`src/rtl/edge_mon_pkg.sv`:
```
package edge_mon_pkg;

    typedef enum logic {
        POL_FALL = 1'b0,
        POL_RISE = 1'b1
    } edge_pol_e;

    typedef struct packed {
        logic last_val;
        logic last_known;
    } edge_hist_t;

endpackage

```
`src/rtl/emon_edge_detect.sv`:
```
module emon_edge_detect
    import edge_mon_pkg::*;
(
    input  logic clk,
    input  logic clr,
    input  logic sig,
    input  logic known,
    input  logic pol,
    output logic edge_o
);

    edge_hist_t hist_d, hist_q;
    logic       is_rise, is_fall;

    always_comb begin
        is_rise = hist_q.last_known && known && !hist_q.last_val && sig;
        is_fall = hist_q.last_known && known && hist_q.last_val && !sig;
        edge_o  = (edge_pol_e'(pol) == POL_RISE) ? is_rise : is_fall;

        hist_d.last_val   = sig;
        hist_d.last_known = known;
        if (clr) begin
            hist_d = '0;
        end
    end

    always_ff @(posedge clk) begin
        hist_q <= hist_d;
    end

endmodule

```
`src/rtl/emon_age_vector.sv`:
```
module emon_age_vector #(
    parameter int HI_MAX = 16,
    localparam int WIN_W = $clog2(HI_MAX + 1)
) (
    input  logic             clk,
    input  logic             clr,
    input  logic             trig,
    input  logic             resp,
    input  logic [WIN_W-1:0] lo,
    input  logic [WIN_W-1:0] hi,
    output logic             expire_o
);

    typedef struct packed {
        logic [HI_MAX-1:0] age;
    } age_state_t;

    age_state_t        st_d, st_q;
    logic [HI_MAX-1:0] in_win;
    logic [HI_MAX-1:0] live;
    logic [HI_MAX-1:0] at_end;

    // bit k-1 of the vector stands for an attempt that is k cycles old
    always_comb begin
        for (int k = 1; k <= HI_MAX; k++) begin
            in_win[k-1] = (k >= int'(lo)) && (k <= int'(hi));
            live[k-1]   = st_q.age[k-1] && !(resp && in_win[k-1]);
            at_end[k-1] = (k == int'(hi));
        end

        expire_o   = |(live & at_end);

        st_d.age    = '0;
        st_d.age[0] = trig;
        for (int k = 1; k < HI_MAX; k++) begin
            st_d.age[k] = live[k-1] && (k < int'(hi));
        end

        if (clr) begin
            st_d     = '0;
            expire_o = 1'b0;
        end
    end

    always_ff @(posedge clk) begin
        st_q <= st_d;
    end

endmodule

```
`src/rtl/emon_fail_accum.sv`:
```
module emon_fail_accum #(
    parameter int CNT_W = 16
) (
    input  logic             clk,
    input  logic             clr,
    input  logic             expire,
    output logic             pulse_o,
    output logic             sticky_o,
    output logic [CNT_W-1:0] count_o
);

    typedef struct packed {
        logic             pulse;
        logic             sticky;
        logic [CNT_W-1:0] count;
    } acc_state_t;

    acc_state_t acc_d, acc_q;

    always_comb begin
        acc_d.pulse  = expire;
        acc_d.sticky = acc_q.sticky || expire;
        acc_d.count  = acc_q.count;
        if (expire && (acc_q.count != '1)) begin
            acc_d.count = acc_q.count + CNT_W'(1);
        end
        if (clr) begin
            acc_d = '0;
        end
    end

    always_ff @(posedge clk) begin
        acc_q <= acc_d;
    end

    assign pulse_o  = acc_q.pulse;
    assign sticky_o = acc_q.sticky;
    assign count_o  = acc_q.count;

endmodule

```
`src/rtl/edge_resp_monitor.sv`:
```
module edge_resp_monitor #(
    parameter int HI_MAX = 16,
    parameter int CNT_W  = 16
) (
    input  logic                         clk,
    input  logic                         clr,
    input  logic                         trig_sig,
    input  logic                         trig_known,
    input  logic                         trig_pol,
    input  logic                         resp_sig,
    input  logic                         resp_known,
    input  logic                         resp_pol,
    input  logic [$clog2(HI_MAX+1)-1:0]  win_lo,
    input  logic [$clog2(HI_MAX+1)-1:0]  win_hi,
    output logic                         fail_pulse,
    output logic                         fail_sticky,
    output logic [CNT_W-1:0]             fail_count
);

    localparam int NSIG = 2;

    logic [NSIG-1:0] sig_v, known_v, pol_v, edge_v;
    logic            expire;

    assign sig_v   = {resp_sig,   trig_sig};
    assign known_v = {resp_known, trig_known};
    assign pol_v   = {resp_pol,   trig_pol};

    for (genvar i = 0; i < NSIG; i++) begin : g_edge
        emon_edge_detect u_edge (
            .clk    (clk),
            .clr    (clr),
            .sig    (sig_v[i]),
            .known  (known_v[i]),
            .pol    (pol_v[i]),
            .edge_o (edge_v[i])
        );
    end

    emon_age_vector #(.HI_MAX(HI_MAX)) u_age (
        .clk      (clk),
        .clr      (clr),
        .trig     (edge_v[0]),
        .resp     (edge_v[1]),
        .lo       (win_lo),
        .hi       (win_hi),
        .expire_o (expire)
    );

    emon_fail_accum #(.CNT_W(CNT_W)) u_acc (
        .clk      (clk),
        .clr      (clr),
        .expire   (expire),
        .pulse_o  (fail_pulse),
        .sticky_o (fail_sticky),
        .count_o  (fail_count)
    );

endmodule

```
`config.mk`:
```
export PLATFORM = sky130hd
export DESIGN_NAME = edge_resp_monitor
export DESIGN_NICKNAME = d
export VERILOG_FILES = /design/src/rtl/edge_mon_pkg.sv /design/src/rtl/emon_edge_detect.sv /design/src/rtl/emon_age_vector.sv /design/src/rtl/emon_fail_accum.sv /design/src/rtl/edge_resp_monitor.sv
export SDC_FILE = /design/constraint.sdc
export NUM_CORES = 1
export LEC_CHECK = 0
export ABC_AREA = 1
export BUFFER_PORTS_ARGS = -buffer_cell sky130_fd_sc_hd__clkbuf_2
export CORE_MARGIN = 2
export CORE_UTILIZATION = 59
export CTS_BUF_LIST = sky130_fd_sc_hd__clkbuf_8
export DETAILED_ROUTE_END_ITERATION = 12
export PLACE_DENSITY = 0.83
export REMOVE_ABC_BUFFERS = 1
export SLEW_MARGIN = 0
export SYNTH_ARGS = -nofsm -noshare
export SYNTH_HDL_FRONTEND = slang
export SYNTH_SLANG_ARGS = --single-unit
```
`constraint.sdc`:
```
create_clock -name clk -period 1.9 [get_ports clk]
set_input_delay 0.19 -clock clk [delete_from_list [all_inputs] [get_ports clk]]
set_output_delay 0.19 -clock clk [all_outputs]
set_load 0.01 [all_outputs]
```
After elaboration in Yosys (flattened, before gate mapping). Cells that the tools add are included.

Memories kept: 0. Output and inout bits: 18. Bits in latches: 0. RAM bits: 0. Register bits after elaboration: 38. Word-level logic and storage cells: 173. Input port bits: 18. Memory bits (read-only): 0.

$add $sub $neg: 1. Eq/ne operators: 17. Bitwise logic cells: 1. $lt $le $gt $ge: 47. Reductions and logical operators: 96. Shifts and indexed selects: 0. Divide/modulo/power cells: 0. Mux-type cells: 3. Multipliers: 0.

Operators with widths (count): logical AND 1 bit (74); equality test 5 bit (first input constant) (9); >= comparator 4 x 5 -> 1 bit (first input constant) (8); <= comparator 4 x 5 -> 1 bit (first input constant) (8); less-than comparator 4 x 5 -> 1 bit (first input constant) (8); equality test 4 x 5 -> 1 bit (first input constant) (4); >= comparator 3 x 5 -> 1 bit (first input constant) (4); <= comparator 3 x 5 -> 1 bit (first input constant) (4); logical NOT 1 bit (20); less-than comparator 3 x 5 -> 1 bit (first input constant) (4); adder 16 x 1 -> 16 bit (second input constant) (1); AND 16 bit (1); inequality test 16 bit (second input constant) (1); OR reduction 16 bit (1); equality test 3 x 5 -> 1 bit (first input constant) (2); >= comparator 2 x 5 -> 1 bit (first input constant) (2); <= comparator 2 x 5 -> 1 bit (first input constant) (2); less-than comparator 2 x 5 -> 1 bit (first input constant) (2); equality test 2 x 5 -> 1 bit (first input constant) (1); >= comparator 1 x 5 -> 1 bit (first input constant) (1); >= comparator 5 bit (first input constant) (1); <= comparator 1 x 5 -> 1 bit (first input constant) (1); <= comparator 5 bit (first input constant) (1); less-than comparator 1 x 5 -> 1 bit (first input constant) (1); other kinds (2) (4).

Depth between registers and ports, before layout. Gate-level depths: netlist (run 1).

Depth after elaboration: 11. Gate-level depth with buffers: 17. Depth with buffers taken out: 16.

Hierarchy. A second synthesis (run 1) with hierarchy kept.

Cells, all modules: 375. Area, all modules: 2255.9 um^2.

Modules (own cells, without submodules): emon_age_vector (cells each 195, instances 1, sequential area each 320.3 um^2, area each 1083.5 um^2); emon_fail_accum (cells each 150, instances 1, sequential area each 360.3 um^2, area each 994.7 um^2); emon_edge_detect (cells each 15, instances 2, sequential area each 40.0 um^2, area each 88.8 um^2).

Worst setup path before layout (run 1). OpenSTA, ideal clock, no wires.

Path kind: reg2reg. Start: register u_acc.acc_q (netlist bit u_acc.count_o[0]). End: register u_acc.acc_q (netlist bit u_acc.count_o[8]). Period minus slack after synthesis: 1.804 ns. Arrival: 1.676 ns. Buffers on the path: 1. Setup time: 0.128 ns. Setup slack: 0.096 ns. Cell stages (with the launch flop): 14. Required time: 1.772 ns. Path through: dfxtp_1 > ha_1 > nand3_1 > nor3_1 > nand3_1 > nor2_1 > nand4_1 > buf_2 > nand2_1 > inv_1 > nand2_1 > o21bai_1 > nand2_1 > nor2_1.

Cells in the longest elaborated chain, start to end: 2. Elaborated cells on any way between the ends: 3. Those cells by class: 1 x add/sub; 1 x eq/ne; 1 x reduce/logical.

Ends and longest elaborated chain: start: declaration (RTL line emon_fail_accum.sv:18) `acc_state_t acc_d, acc_q;`; start signal: assignment (RTL line emon_fail_accum.sv:33) `acc_q <= acc_d;`; branches (longest 2 deep; another with adder 16 x 1 -> 16 bit).

Several ways; the timed one is not identified. A chain may end at the register's enable or synchronous reset.

Worst setup path after layout (run 1).
Start: register g_edge[1].u_edge.hist_q[1] (netlist bit). End: register u_acc.acc_q (netlist bit u_acc.count_o[2]).

Cells in the longest elaborated chain, start to end: 11. Elaborated cells on any way between the ends: 58. Those cells by class: 2 x mux; 1 x bitwise; 55 x reduce/logical.

Ends and longest elaborated chain: start: declaration (RTL line emon_edge_detect.sv:12) `edge_hist_t hist_d, hist_q;`; start signal: assignment (RTL line emon_edge_detect.sv:28) `hist_q <= hist_d;`; logical NOT 1 bit (RTL line emon_edge_detect.sv:16) `is_rise = hist_q.last_known && known && !hist_q.last_val && sig;`; logical AND 1 bit (2 in a row) (RTL line emon_edge_detect.sv:16); two-way mux 1 bit (*) (RTL line emon_edge_detect.sv:18) `edge_o = (edge_pol_e'(pol) == POL_RISE) ? is_rise : is_fall;`; logical AND 1 bit (RTL line emon_age_vector.sv:27) `live[k-1] = st_q.age[k-1] && !(resp && in_win[k-1]);`; logical NOT 1 bit (RTL line emon_age_vector.sv:27); logical AND 1 bit (RTL line emon_age_vector.sv:27); AND 16 bit (*) (RTL line emon_age_vector.sv:31) `expire_o = |(live & at_end);`; OR reduction 16 bit (*) (RTL line emon_age_vector.sv:31); two-way mux 1 bit (*) (RTL line emon_age_vector.sv:39) `if (clr) begin`; logical AND 1 bit (*) (RTL line emon_fail_accum.sv:24) `if (expire && (acc_q.count != '1)) begin`.

Every way passes the cells marked *; elsewhere a longest branch is shown, timed or not.

==> PnR_summary.wiki, run 1 <==
{| class="wikitable"
! Metric !! Value
|-
| Detailed Route WL || 7.17 mm
|-
| Area growth from synthesis to layout || 35.3%
|-
| Failing checks || negative setup slack
|-
| CP Max Fanout || 7
|-
| Cell area after layout || around 3200 um2
|-
| Placed cell areas || around 2800 um2
|-
| Layout cells sized above 1 || 0.341
|-
| CTS Sinks || 38
|-
| Pwr/cell area || 539 nW/um2
|-
| Fraction of registers with async set or reset after synthesis || 0
|-
| Std-Cell Core Area || 3940 um2
|-
| Max_slew headroom || 0.675
|-
| Slew of the pin with the lowest slew margin || 487 ps
|-
| Ratio of final minimum period to clock period || 1.05
|-
| Post-CTS clock slew at the launch and capture registers of the worst setup and hold paths || 70 ps
|-
| Fmax || 0.503 GHz
|-
| Detailed-route DRC error count || 0
|-
| Tot GR Track Use || 0.286
|-
| Number of synthesized flops with an enable pin || 0
|-
| H-tree depth reported by CTS || 2
|-
| Required time at the worst-slack endpoint || 2090 ps
|-
| Initial antenna violation count || 0
|-
| Area enclosed by the die boundary || around 4500 um2
|-
| Biggest area consumer among synthesized cells || dfxtp_1
|-
| Overall power || approximately 1.7 mW
|-
| Count of antenna diodes in the layout || 0
|-
| Min-Delay Path Class || in -> reg
|-
| Crit. End Element || flop
|-
| TritonCTS clock tree || yes
|-
| Fin worst setup slack || -87.1 ps
|-
| Synthesized cell area || 2370 um2
|-
| RSZ-0062 raised after global routing || yes
|-
| Final setup viols || 17
|-
| Crit start category || flop
|-
| First-pass GRT wire length || 9.96 mm
|-
| Hold-fix buffers at CTS || 0
|-
| Data arrival time of the critical path || 2180 ps
|-
| Die H || 67.4 um
|-
| Via count of the first global-routing pass || 2384
|-
| Filler cell count in the final layout || 255
|-
| Number of ports placed on the die boundary || 36
|-
| Detailed-route vias per instance || about 5.6
|-
| Detailed-router iteration count before antenna repair || 5
|-
| Share of synthesized area occupied by flip-flops and latches || 0.321
|-
| Wire length per cell after detailed routing || between 10 and 15 um
|-
| Final number of max-transition violations || 0
|-
| Clock Latency Late Sink || 300 ps
|-
| Ys Warns || 0
|-
| TritonCTS Buffers || 5
|-
| Status || complete, but fails checks
|-
| Dominant synthesized flop cell || dfxtp_1
|-
| RePlAce Congestion || 0.939
|-
| Setup clock skew after layout || about 7.8 ps
|-
| Cell at the root of the clock tree || clkbuf_8
|-
| Peak supply drop || 0.498 mV
|-
| Number of violations of the max-capacitance limit || 0
|-
| Remaining Overflow, GRT || 0
|-
| Maximum clock insertion buffer count || 2
|-
| Gate Count Post-Synth || 388
|-
| Total count of hold-check failures in the final report || 0
|-
| Maximum number of pins on one net before global-route repair || 27
|-
| Count of buffers from port buffering || 35
|-
| Remaining antenna violation count after routing || 0
|-
| Width of the chip || 67.4 um
|-
| Number of vias after detailed routing || 2820
|-
| Effective utilization at floorplan || 0.601
|-
| Average size of a mapped cell || 6.10 um2
|-
| Startpoint-to-endpoint class of the critical path || reg -> reg
|-
| 1st-iter DRT viols || 270
|-
| Register bit count reported by yosys || 38
|-
| Static leakage || 1.54 nW
|-
| Detailed placement HPWL || 4.22 mm
|-
| Minimum clock period || 1990 ps
|-
| Layout net count || ~480
|-
| Number of library cell types mapped by synthesis || 31
|-
| Post-synth top area share || 0.321
|-
| Dominant cells by area after synthesis || dfxtp_1, nand2_1, nor2_1
|-
| Standard-cell rows || 23
|}
cell families (layout without fill, tap and decap cells):
group           after synthesis  after routing  synth area share
compound gates               22             22            0.0560
xor+xnor                      1              1           0.00370
fa+ha+maj                     1              1           0.00528
buf+inv                      58            125             0.102
flops                        38             38             0.321
simple gates                268            270             0.511
cell usage after synthesis, types with 2 or more instances:
cell and number:
o21ai_0 6, nand3_1 46, a21oi_2 2, clkbuf_1 3, o21bai_1 3, nand3_2 4, inv_2 6, nand2_4 3
buf_2 3, nor3_1 10, dfxtp_1 38, nand4_1 7, a21oi_1 7, buf_6 2, nor2_1 81, nand2_2 6
nand2_1 97, nor2_2 10, inv_1 42
final cells by class:
cell class | instances | area, um2 | share of cell area
Clock buffer | 6 | 82.6 | 0.0258
Inverter | 49 | 186 | 0.0582
Tap cell | 50 | 62.6 | 0.0195
Sequential cell | 38 | 764 | 0.238
Clock inverter | 1 | 30.0 | 0.00937
Multi-Input combinational cell | 294 | 1610 | 0.503
Timing Repair Buffer | 69 | 467 | 0.146
placed cells by master, fill, tap and decap left out, types with 8 or more instances in the layout:
| cell type | n |
|---|---|
| buf_4 | 29 |
| nand2_2 | 17 |
| clkbuf_2 | 35 |
| nor2_4 | 8 |
| nor2_2 | 8 |
| inv_1 | 38 |
| nor2_1 | 77 |
| nand3_2 | 14 |
| inv_2 | 10 |
| dfxtp_1 | 35 |
| nand3_1 | 33 |
| nand2_4 | 11 |
| nor3_1 | 9 |
| nand2_1 | 79 |
repair_timing:
| item | in CTS | in global routing |
|---|---|---|
| gates cloned | 1 | 1 |
| buffers inserted | 2 | 5 |
| setup endpoints to repair | 16 | 17 |
| pin swaps | 3 | 28 |
| resized for setup | 6 | 61 |
worst paths after layout:
check | from | to | slack (ps) | cells after the start
hold reg to reg | g_edge[0].u_edge.hist_q[0]$_SDFF_PP0_ | u_age.st_q[0]$_SDFF_PP0_ | 440 | 2
setup / recovery | g_edge[1].u_edge.hist_q[1]$_SDFF_PP0_ | u_acc.count_o[2]$_SDFFE_PP0P_ | -90 | 16
hold / removal | trig_known | g_edge[0].u_edge.hist_q[0]$_SDFF_PP0_ | 100 | 3
setup reg to reg | g_edge[1].u_edge.hist_q[1]$_SDFF_PP0_ | u_acc.count_o[2]$_SDFFE_PP0P_ | -90 | 16
metrics by stage:
step	setup TNS, ps	util	std cells	setup WS (ps)	hold slack [ps]
floorplan	-38.5	-	379	-38.5	261
global placement	-130	0.698	491	-56.6	399
detailed placement	-637	0.698	491	-140	414
CTS	0	0.743	501	13.5	107
global route	-2240	0.813	507	-200	99.8
finish	-696	0.813	507	-87.1	105
layer usage:
metal | up-vias | GRT usage | share of wire
met5 | - | 0 | 0
met4 | 0 | 0.0765 | 0.026
met3 | 22 | 0.0600 | 0.057
met2 | 118 | 0.480 | 0.49
met1 | 1307 | 0.372 | 0.42
li1 | 1373 | - | -
worst max-delay path: stages (launching register included):
cell and delay (ps):
dfxtp_2 350, nand2_2 60, nand2_2 80, nand2_4 100, nor2_4 150, buf_12 160
nand2_4 60, nand3_2 60, nand2_1 80, inv_2 100, nand2_2 80, nor2_4 170
nand2_4 120, nand3_4 140, nand2_1 80, nand2_1 60, nor2_1 40
where the power goes:
part / switching, mW / leakage [nW] / internal [mW] / total, mW
logic: 0.139 / 1.17 / 0.0700 / 0.209
clock network: 0.295 / 0.0573 / 0.420 / 0.715
registers: 0.00250 / 0.308 / 0.801 / 0.804
sequential cells by signal (all words and copies together), names as in the netlist:
| name | cells |
|---|---|
| u_acc.count_o | 16 |
| u_age.st_q | 16 |
| g_edge.u_edge.hist_q | 4 |
| u_acc.pulse_o | 1 |
| u_acc.sticky_o | 1 |
(Power assumes the default switching activity.)
==> inputs of run 2 (changes only) <==
--- a/config.mk
+++ b/config.mk
@@ -8,10 +8,10 @@
 export ABC_AREA = 1
 export BUFFER_PORTS_ARGS = -buffer_cell sky130_fd_sc_hd__clkbuf_2
 export CORE_MARGIN = 2
-export CORE_UTILIZATION = 59
+export CORE_UTILIZATION = 63
 export CTS_BUF_LIST = sky130_fd_sc_hd__clkbuf_8
 export DETAILED_ROUTE_END_ITERATION = 12
-export PLACE_DENSITY = 0.83
+export PLACE_DENSITY = 0.88
 export REMOVE_ABC_BUFFERS = 1
 export SLEW_MARGIN = 0
 export SYNTH_ARGS = -nofsm -noshare
==> constraint.sdc (replaced) <==
create_clock -name clk -period 2.5 [get_ports clk]
set_input_delay 0.25 -clock clk [delete_from_list [all_inputs] [get_ports clk]]
set_output_delay 0.25 -clock clk [all_outputs]
set_load 0.01 [all_outputs]
==> run 2 against run 1 <==
Clock skew is 2.8 ps lower. Die area shrank 6.0%. Maximum frequency decreased by 9.7%. The run now ends clean. Critical path type unchanged. Total power fell by 32%. Global-route usage decreased by 2.3 points.
==> PnR_summary.wiki, run 2 (synthesis results as in run 1) <==
{| class="wikitable"
! Metric !! Value
|-
| Status || complete, no violations
|-
| Count of buffers from port buffering || 35
|-
| Number of ports placed on the die boundary || 36
|-
| Required time at the worst-slack endpoint || 2680 ps
|-
| Reg-to-reg endpoint || u_acc.count_o[15]$_SDFFE_PP0P_
|-
| Data arrival time of the critical path || roughly 2400 ps
|-
| RePlAce Congestion || 0.929
|-
| Crit. End Element || flop
|-
| Count of antenna diodes in the layout || 0
|-
| Layout cells sized above 1 || 0.186
|-
| Final number of max-transition violations || 0
|-
| Fmax || 0.454 GHz
|-
| Startpoint-to-endpoint class of the critical path || reg -> reg
|-
| Maximum clock insertion buffer count || 2
|-
| Effective utilization at floorplan || 0.652
|-
| Aggregate negative setup slack || 0 ps
|-
| TritonCTS clock tree || yes
|-
| Crit start category || flop
|-
| Setup clock skew after layout || 4.96 ps
|-
| Area growth from synthesis to layout || 12.2%
|-
| Finished Core Util || 0.731
|-
| Ordered list of cells on the worst path || ha_1 > nand3_1 > nor3_1 > nand3_1 > nor2_1 > nand4_1 > nand2_1 > inv_1 > nand2_1 > nor2_1 > nand2_1 > nand2_1 > nand2_1 > nor2_1
|-
| CP peak stage delay || 380 ps
|-
| Most frequent standard cell in the layout excluding fill and tap cells || nand2_1
|-
| Standard-cell rows || 22
|-
| Detailed-router iteration count before antenna repair || 5
|-
| Max_slew headroom || 0.753
|-
| Minimum clock period || 2200 ps
|-
| Pwr/cell area || 442 nW/um2
|-
| Remaining Overflow, GRT || 0
|-
| CP Max Fanout || 9
|-
| Ratio of final minimum period to clock period || 0.880
|-
| Slew of the pin with the lowest slew margin || approximately 370 ps
|-
| Cell at the root of the clock tree || clkbuf_8
|-
| Hold Startpoint || resp_known
|-
| Total count of hold-check failures in the final report || 0
|-
| Via count of the first global-routing pass || 2133
|-
| Setup slack on the worst flop-to-flop path || roughly 300 ps
|-
| Cell count of the worst hold path || 3
|-
| Count of placed standard cells including taps || 463
|-
| Detailed Route WL || 5.18 mm
|-
| Initial antenna violation count || 0
|-
| Peak supply drop || between 0.2 and 0.3 mV
|-
| CTS Sinks || 38
|-
| Final cell count without fillers || between 400 and 500
|-
| Worst reg2reg path startpoint || u_acc.count_o[0]$_SDFFE_PP0P_
|-
| Clock Latency Late Sink || 290 ps
|-
| CP top delay family || simple AND/OR/NAND/NOR gates
|-
| Maximum number of pins on one net before global-route repair || 27
|-
| Wire length per cell after detailed routing || 11.0 um
|-
| Number of violations of the max-capacitance limit || 0
|-
| Detailed-route DRC error count || 0
|-
| Area enclosed by the die boundary || roughly 4300 um2
|-
| Post-CTS clock slew at the launch and capture registers of the worst setup and hold paths || approximately 80 ps
|-
| 1st-iter DRT viols || 211
|-
| Critical Path Most Common Cell || nand2_1
|-
| Remaining antenna violation count after routing || 0
|-
| Min-Delay Path Class || in -> reg
|-
| Layout net count || roughly 440
|-
| Std-Cell Core Area || 3630 um2
|-
| Die H || 65.3 um
|-
| Detailed placement HPWL || ~3.8 mm
|-
| Detailed-route vias per instance || 5.19
|-
| RSZ-0062 raised after global routing || no
|-
| Buffering stage count on the worst path with inverters included || 1
|-
| TritonCTS Buffers || 5
|-
| H-tree depth reported by CTS || 2
|-
| First-pass GRT wire length || around 8.9 mm
|-
| Static leakage || 1.26 nW
|-
| Number of vias after detailed routing || 2452
|-
| Worst Hold Path EP || g_edge[1].u_edge.hist_q[0]$_SDFF_PP0_
|-
| Tot GR Track Use || 0.263
|-
| Final setup viols || 0
|-
| Most used cells in the layout excluding fill and tap cells || nand2_1, nor2_1, nand3_1
|-
| Master of the slowest instance on the critical path || dfxtp_1
|-
| Count of cells along the worst register-to-register path || 14
|-
| Width of the chip || 65.3 um
|}
run 2: cell count changes in the layout (fill, tap and decap cells not counted), moves of 7 or more:
cell	change
nand2_1	+18
nand3_1	+13
nand2_2	-11
nor2_4	-7
nand3_2	-10
buf_4	-27
nand2_4	-8
run 2: how the worst max path moves through the flow:
stage                             startpoint                        endpoint  slack, ps  depth (start not counted)
5_1_grt        u_acc.count_o[1]$_SDFFE_PP0P_  u_acc.count_o[15]$_SDFFE_PP0P_         80                         14
6_report       u_acc.count_o[0]$_SDFFE_PP0P_  u_acc.count_o[15]$_SDFFE_PP0P_        300                         14
3_3_place_gp   u_acc.count_o[0]$_SDFFE_PP0P_  u_acc.count_o[15]$_SDFFE_PP0P_        420                         14
4_1_cts        u_acc.count_o[0]$_SDFFE_PP0P_  u_acc.count_o[15]$_SDFFE_PP0P_        260                         14
2_1_floorplan  u_acc.count_o[0]$_SDFFE_PP0P_  u_acc.count_o[15]$_SDFFE_PP0P_        560                         14
3_5_place_dp   u_acc.count_o[0]$_SDFFE_PP0P_  u_acc.count_o[15]$_SDFFE_PP0P_        300                         14
run 2: report_power, final:
| group | internal (mW) | total (mW) | switching (mW) |
|---|---|---|---|
| Sequential | 0.609 | 0.610 | 0.00148 |
| Clock | 0.222 | 0.442 | 0.220 |
| Combinational | 0.0371 | 0.122 | 0.0848 |
| Total | 0.867 | 1.17 | 0.307 |
run 2: metrics by stage:
stage	hold WS (ps)	total power [mW]	area, um2	worst slack [ps]
after floorplan	321	0.698	2310	562
after global placement	431	0.743	2550	421
after detailed placement	432	0.744	2550	298
after CTS	153	1.18	2650	258
after global routing	171	1.22	2660	75.4
final	152	1.17	2660	300
run 2: area by class of cell:
class / instances / area (um2)
Clock inverter: 2 / 12.5
Clock buffer: 6 / 82.6
Multi-Input combinational cell: 292 / 1370
Sequential cell: 38 / 761
Tap cell: 48 / 60.1
Fill cell: 312 / 976
Timing Repair Buffer: 37 / 190
Inverter: 49 / 186
run 2: worst reg2reg max path, stage by stage (launching register included):
cell and delay, ps:
dfxtp_1 380, ha_1 220, nand3_1 100, nor3_1 240, nand3_1 180, nor2_1 120
nand4_1 290, nand2_1 150, inv_1 60, nand2_1 80, nor2_1 60, nand2_1 50
nand2_1 50, nand2_1 50, nor2_1 30
run 2: timing repair:
| item | in CTS | in global routing |
|---|---|---|
| buffers inserted | 0 | 1 |
| hold buffers | 0 | 0 |
| endpoints found under the hold margin | 0 | 0 |
| endpoints found under the setup margin | 0 | 1 |
| resized for setup | 0 | 0 |
run 2: per-layer routing:
layer	vias to the layer above	track usage	part of all wire	wire [um]
li1	1294	-	-	-
met1	1088	0.345	0.48	2510
met2	59	0.432	0.45	2350
met3	11	0.0531	0.045	233
met4	0	0.0859	0.018	94
met5	-	0	0	0
==> inputs of run 3 (changes only) <==
--- a/config.mk
+++ b/config.mk
@@ -11,9 +11,10 @@
 export CORE_UTILIZATION = 63
 export CTS_BUF_LIST = sky130_fd_sc_hd__clkbuf_8
 export DETAILED_ROUTE_END_ITERATION = 12
-export PLACE_DENSITY = 0.88
+export PLACE_DENSITY = 0.89
 export REMOVE_ABC_BUFFERS = 1
 export SLEW_MARGIN = 0
 export SYNTH_ARGS = -nofsm -noshare
 export SYNTH_HDL_FRONTEND = slang
+export SYNTH_HIERARCHICAL = 1
 export SYNTH_SLANG_ARGS = --single-unit
==> run 3 against run 2 <==
Core utilization rose by 5.0 points. Flip-flop and latch count unchanged. Largest cell class unchanged. Highest routed layer unchanged. Sequential share of layout area rose by 0.081 points. Die area shrank 4.5%. Total power fell by 0.86%. Area after synthesis down 4.8%. Sequential power about the same. Critical path type unchanged. First-iteration DRC count up 29%. Critical path depth increased by 5. Maximum frequency fell by 3.3%. Routed wire length is 13% higher. Clock power down 0.9%.
==> PnR_summary.wiki, run 3 <==
{| class="wikitable"
! Metric !! Value
|-
| Source of the critical timing path || g_edge[1].u_edge/hist_q[1]$_SDFF_PP0_
|-
| Setup slack on the worst flop-to-flop path || 220 ps
|-
| Register bit count reported by yosys || 38
|-
| Share of power burned in the clock network || 0.377
|-
| Via count of the first global-routing pass || 2230
|-
| RePlAce Congestion || 0.924
|-
| Number of vias after detailed routing || around 2.5k
|-
| First-pass GRT wire length || 9.85 mm
|-
| Required time at the worst-slack endpoint || between 2000 and 3000 ps
|-
| Crit start category || flop
|-
| Worst reg2reg path startpoint || g_edge[1].u_edge/hist_q[1]$_SDFF_PP0_
|-
| Remaining Overflow, GRT || 0
|-
| Number of ports placed on the die boundary || 36
|-
| Detailed-route vias per instance || approximately 5.4
|-
| Total count of hold-check failures in the final report || 0
|-
| Share of synthesized area occupied by flip-flops and latches || 0.337
|-
| Design internal power || between 800 and 900 uW
|-
| Wire length per cell after detailed routing || 12.5 um
|-
| TritonCTS Buffers || 5
|-
| Detailed-route DRC error count || 0
|-
| Fraction of registers with async set or reset after synthesis || 0
|-
| CTS Sinks || 38
|-
| Biggest area consumer among synthesized cells || dfxtp_1
|-
| Cell area after layout || 2650 um2
|-
| Cell count of the worst hold path || 3
|-
| Dominant cells by area after synthesis || dfxtp_1, nand2_1, nor2_1
|-
| Maximum clock insertion buffer count || 2
|-
| Dominant synthesized flop cell || dfxtp_1
|-
| Crit. End Element || flop
|-
| Switching power as a share of total power || 0.257
|-
| Gate Count Post-Synth || 375
|-
| Min-Delay Path Class || in -> reg
|-
| Pwr/cell area || roughly 440 nW/um2
|-
| Minimum clock period || 2280 ps
|-
| Ratio of final minimum period to clock period || 0.910
|-
| Final setup viols || 0
|-
| Area growth from synthesis to layout || 17.5%
|-
| 1st-iter DRT viols || roughly 270
|-
| Synthesized cell area || 2260 um2
|-
| Width of the chip || 63.8 um
|-
| Max_slew headroom || 0.692
|-
| Detailed placement HPWL || 4.29 mm
|-
| Maximum number of pins on one net before global-route repair || 23
|-
| Status || complete, no violations
|-
| Remaining antenna violation count after routing || 0
|-
| Most used cells in the layout excluding fill and tap cells || nand2_1, nor2_1, nand3_1
|-
| Hold Startpoint || resp_known
|-
| Number of synthesized flops with an enable pin || 0
|-
| CP Max Fanout || 6
|-
| TritonCTS clock tree || yes
|-
| Count of cells along the worst register-to-register path || 19
|-
| Master of the slowest instance on the critical path || dfxtp_1
|-
| Final number of max-transition violations || 0
|-
| Static leakage || 1.19 nW
|-
| Most frequent standard cell in the layout excluding fill and tap cells || nand2_1
|-
| Effective utilization at floorplan || 0.666
|-
| Ys Warns || 6
|-
| Clock Latency Late Sink || 280 ps
|-
| Tot GR Track Use || 0.301
|-
| Reg-to-reg endpoint || u_acc/count_o[10]$_SDFFE_PP0P_
|-
| Net Sw Power || 299 uW
|-
| Sequential group share of total power || 0.524
|-
| Worst Hold Path EP || g_edge[1].u_edge/hist_q[0]$_SDFF_PP0_
|-
| Ordered list of cells on the worst path || inv_1 > nor2_1 > nor2_4 > nand2_2 > nor2_4 > a21boi_1 > nand2_1 > nand2_1 > nor2_1 > nand2_1 > nor2_2 > nor2_4 > inv_2 > nor2_4 > nand2_2 > nor2_1 > nand3_1 > nand2_1 > nor2_1
|-
| Average size of a mapped cell || 6.02 um2
|-
| Area enclosed by the die boundary || between 4000 and 5000 um2
|-
| Comb pwr share || 0.099
|-
| Count of buffers from port buffering || 35
|-
| Data arrival time of the critical path || 2460 ps
|-
| Peak supply drop || 0.356 mV
|-
| Standard-cell rows || 21
|-
| Detailed-router iteration count before antenna repair || 5
|-
| H-tree depth reported by CTS || 2
|-
| Layout net count || 439
|-
| Startpoint-to-endpoint class of the critical path || reg -> reg
|-
| Cell at the root of the clock tree || clkbuf_8
|-
| Slew of the pin with the lowest slew margin || 461 ps
|-
| Number of violations of the max-capacitance limit || 0
|-
| Post-synth top area share || 0.337
|-
| Initial antenna violation count || 0
|-
| Std-Cell Core Area || 3390 um2
|-
| Fmax || 0.440 GHz
|-
| Number of library cell types mapped by synthesis || 26
|-
| Post-CTS clock slew at the launch and capture registers of the worst setup and hold paths || ~70 ps
|-
| Overall power || 1.16 mW
|-
| Layout cells sized above 1 || 0.181
|-
| Count of antenna diodes in the layout || 0
|-
| Detailed Route WL || 5.83 mm
|-
| Placed cell areas || 2480 um2
|-
| Die H || 63.8 um
|-
| Ranking of synthesized cells by instance count || nand2_1, nor2_1, nand3_1, dfxtp_1, inv_1
|-
| Setup clock skew after layout || 2.27 ps
|-
| CP peak stage delay || between 300 and 400 ps
|}
## run 3: changes by cell type after synthesis, moves of 4 or more
cell	delta
nor2_1	+17
a21oi_1	+7
nor2_2	-7
inv_1	-6
nor3_1	-6
inv_2	-5
nand4_1	-4
## run 3: area by class of cell
| type | count | area, um2 |
|---|---|---|
| timing repair buffer | 43 | 235 |
| inverter | 37 | 139 |
| fill | 264 | 739 |
| sequential | 38 | 761 |
| clock inverter | 2 | 12.5 |
| multi-input combinational | 295 | 1360 |
| clock buffer | 6 | 82.6 |
| tap | 46 | 57.6 |
## run 3: kinds of logic after synthesis
group | after synthesis | share of synthesized area
AOI/OAI and AO/OA | 27 | 0.0666
adders and majority gates | 1 | 0.00555
buffers and inverters | 42 | 0.0788
DFF | 38 | 0.337
and+or+nand+nor | 267 | 0.512
## run 3: metal layers
| metal | GRT usage | share of wire | vias to the layer above |
|---|---|---|---|
| met3 | 0.0528 | 0.070 | 7 |
| met1 | 0.430 | 0.48 | 1146 |
| met4 | 0.0897 | 0.010 | 0 |
| met5 | 0 | 0 | - |
| li1 | - | - | 1277 |
| met2 | 0.462 | 0.44 | 98 |
## run 3: worst max path at each step
| stage | end | slack, ps |
|---|---|---|
| after floorplan | u_acc/count_o[10]$_SDFFE_PP0P_ | 310 |
| after global placement | u_acc/count_o[10]$_SDFFE_PP0P_ | 20 |
| after detailed placement | u_acc/count_o[10]$_SDFFE_PP0P_ | -110 |
| after CTS | u_acc/count_o[14]$_SDFFE_PP0P_ | 40 |
| after global routing | u_acc/count_o[10]$_SDFFE_PP0P_ | -20 |
| final | u_acc/count_o[10]$_SDFFE_PP0P_ | 220 |
## run 3: what timing repair did
item / 4_1_cts / 5_1_grt
hold buffers: 0 / 0
buffers inserted: 0 / 4
endpoints found under the setup margin: 4 / 16
gates resized for setup: 3 / 14
pin swaps: 0 / 5
## run 3: critical path: cells and delay by family (launching register included)
family / cells / cell delay (ps)
AOI/OAI and AO/OA: 1 / 200
buffers and inverters: 2 / 130
DFF: 1 / 320
and+or+nand+nor: 16 / 1520
## run 3: metrics by stage
step           cells  worst slack (ps)  TNS, ps  hold WS [ps]   util
3_3_place_gp     455              23.3        0           428  0.732
3_5_place_dp     455              -107     -289           442  0.732
6_report         467               225        0           164  0.782
2_1_floorplan    370               313        0           319      -
5_1_grt          467             -19.3    -19.3           163  0.782
4_1_cts          463              44.2        0           154  0.761
## run 3: power groups by stage
stage,combinational (mW),sequential [mW],clock [mW]
global route,0.129,0.610,0.471
global placement,0.107,0.624,0
finish,0.116,0.610,0.438
detailed placement,0.107,0.624,0
floorplan,0.0579,0.624,0
CTS,0.108,0.610,0.449
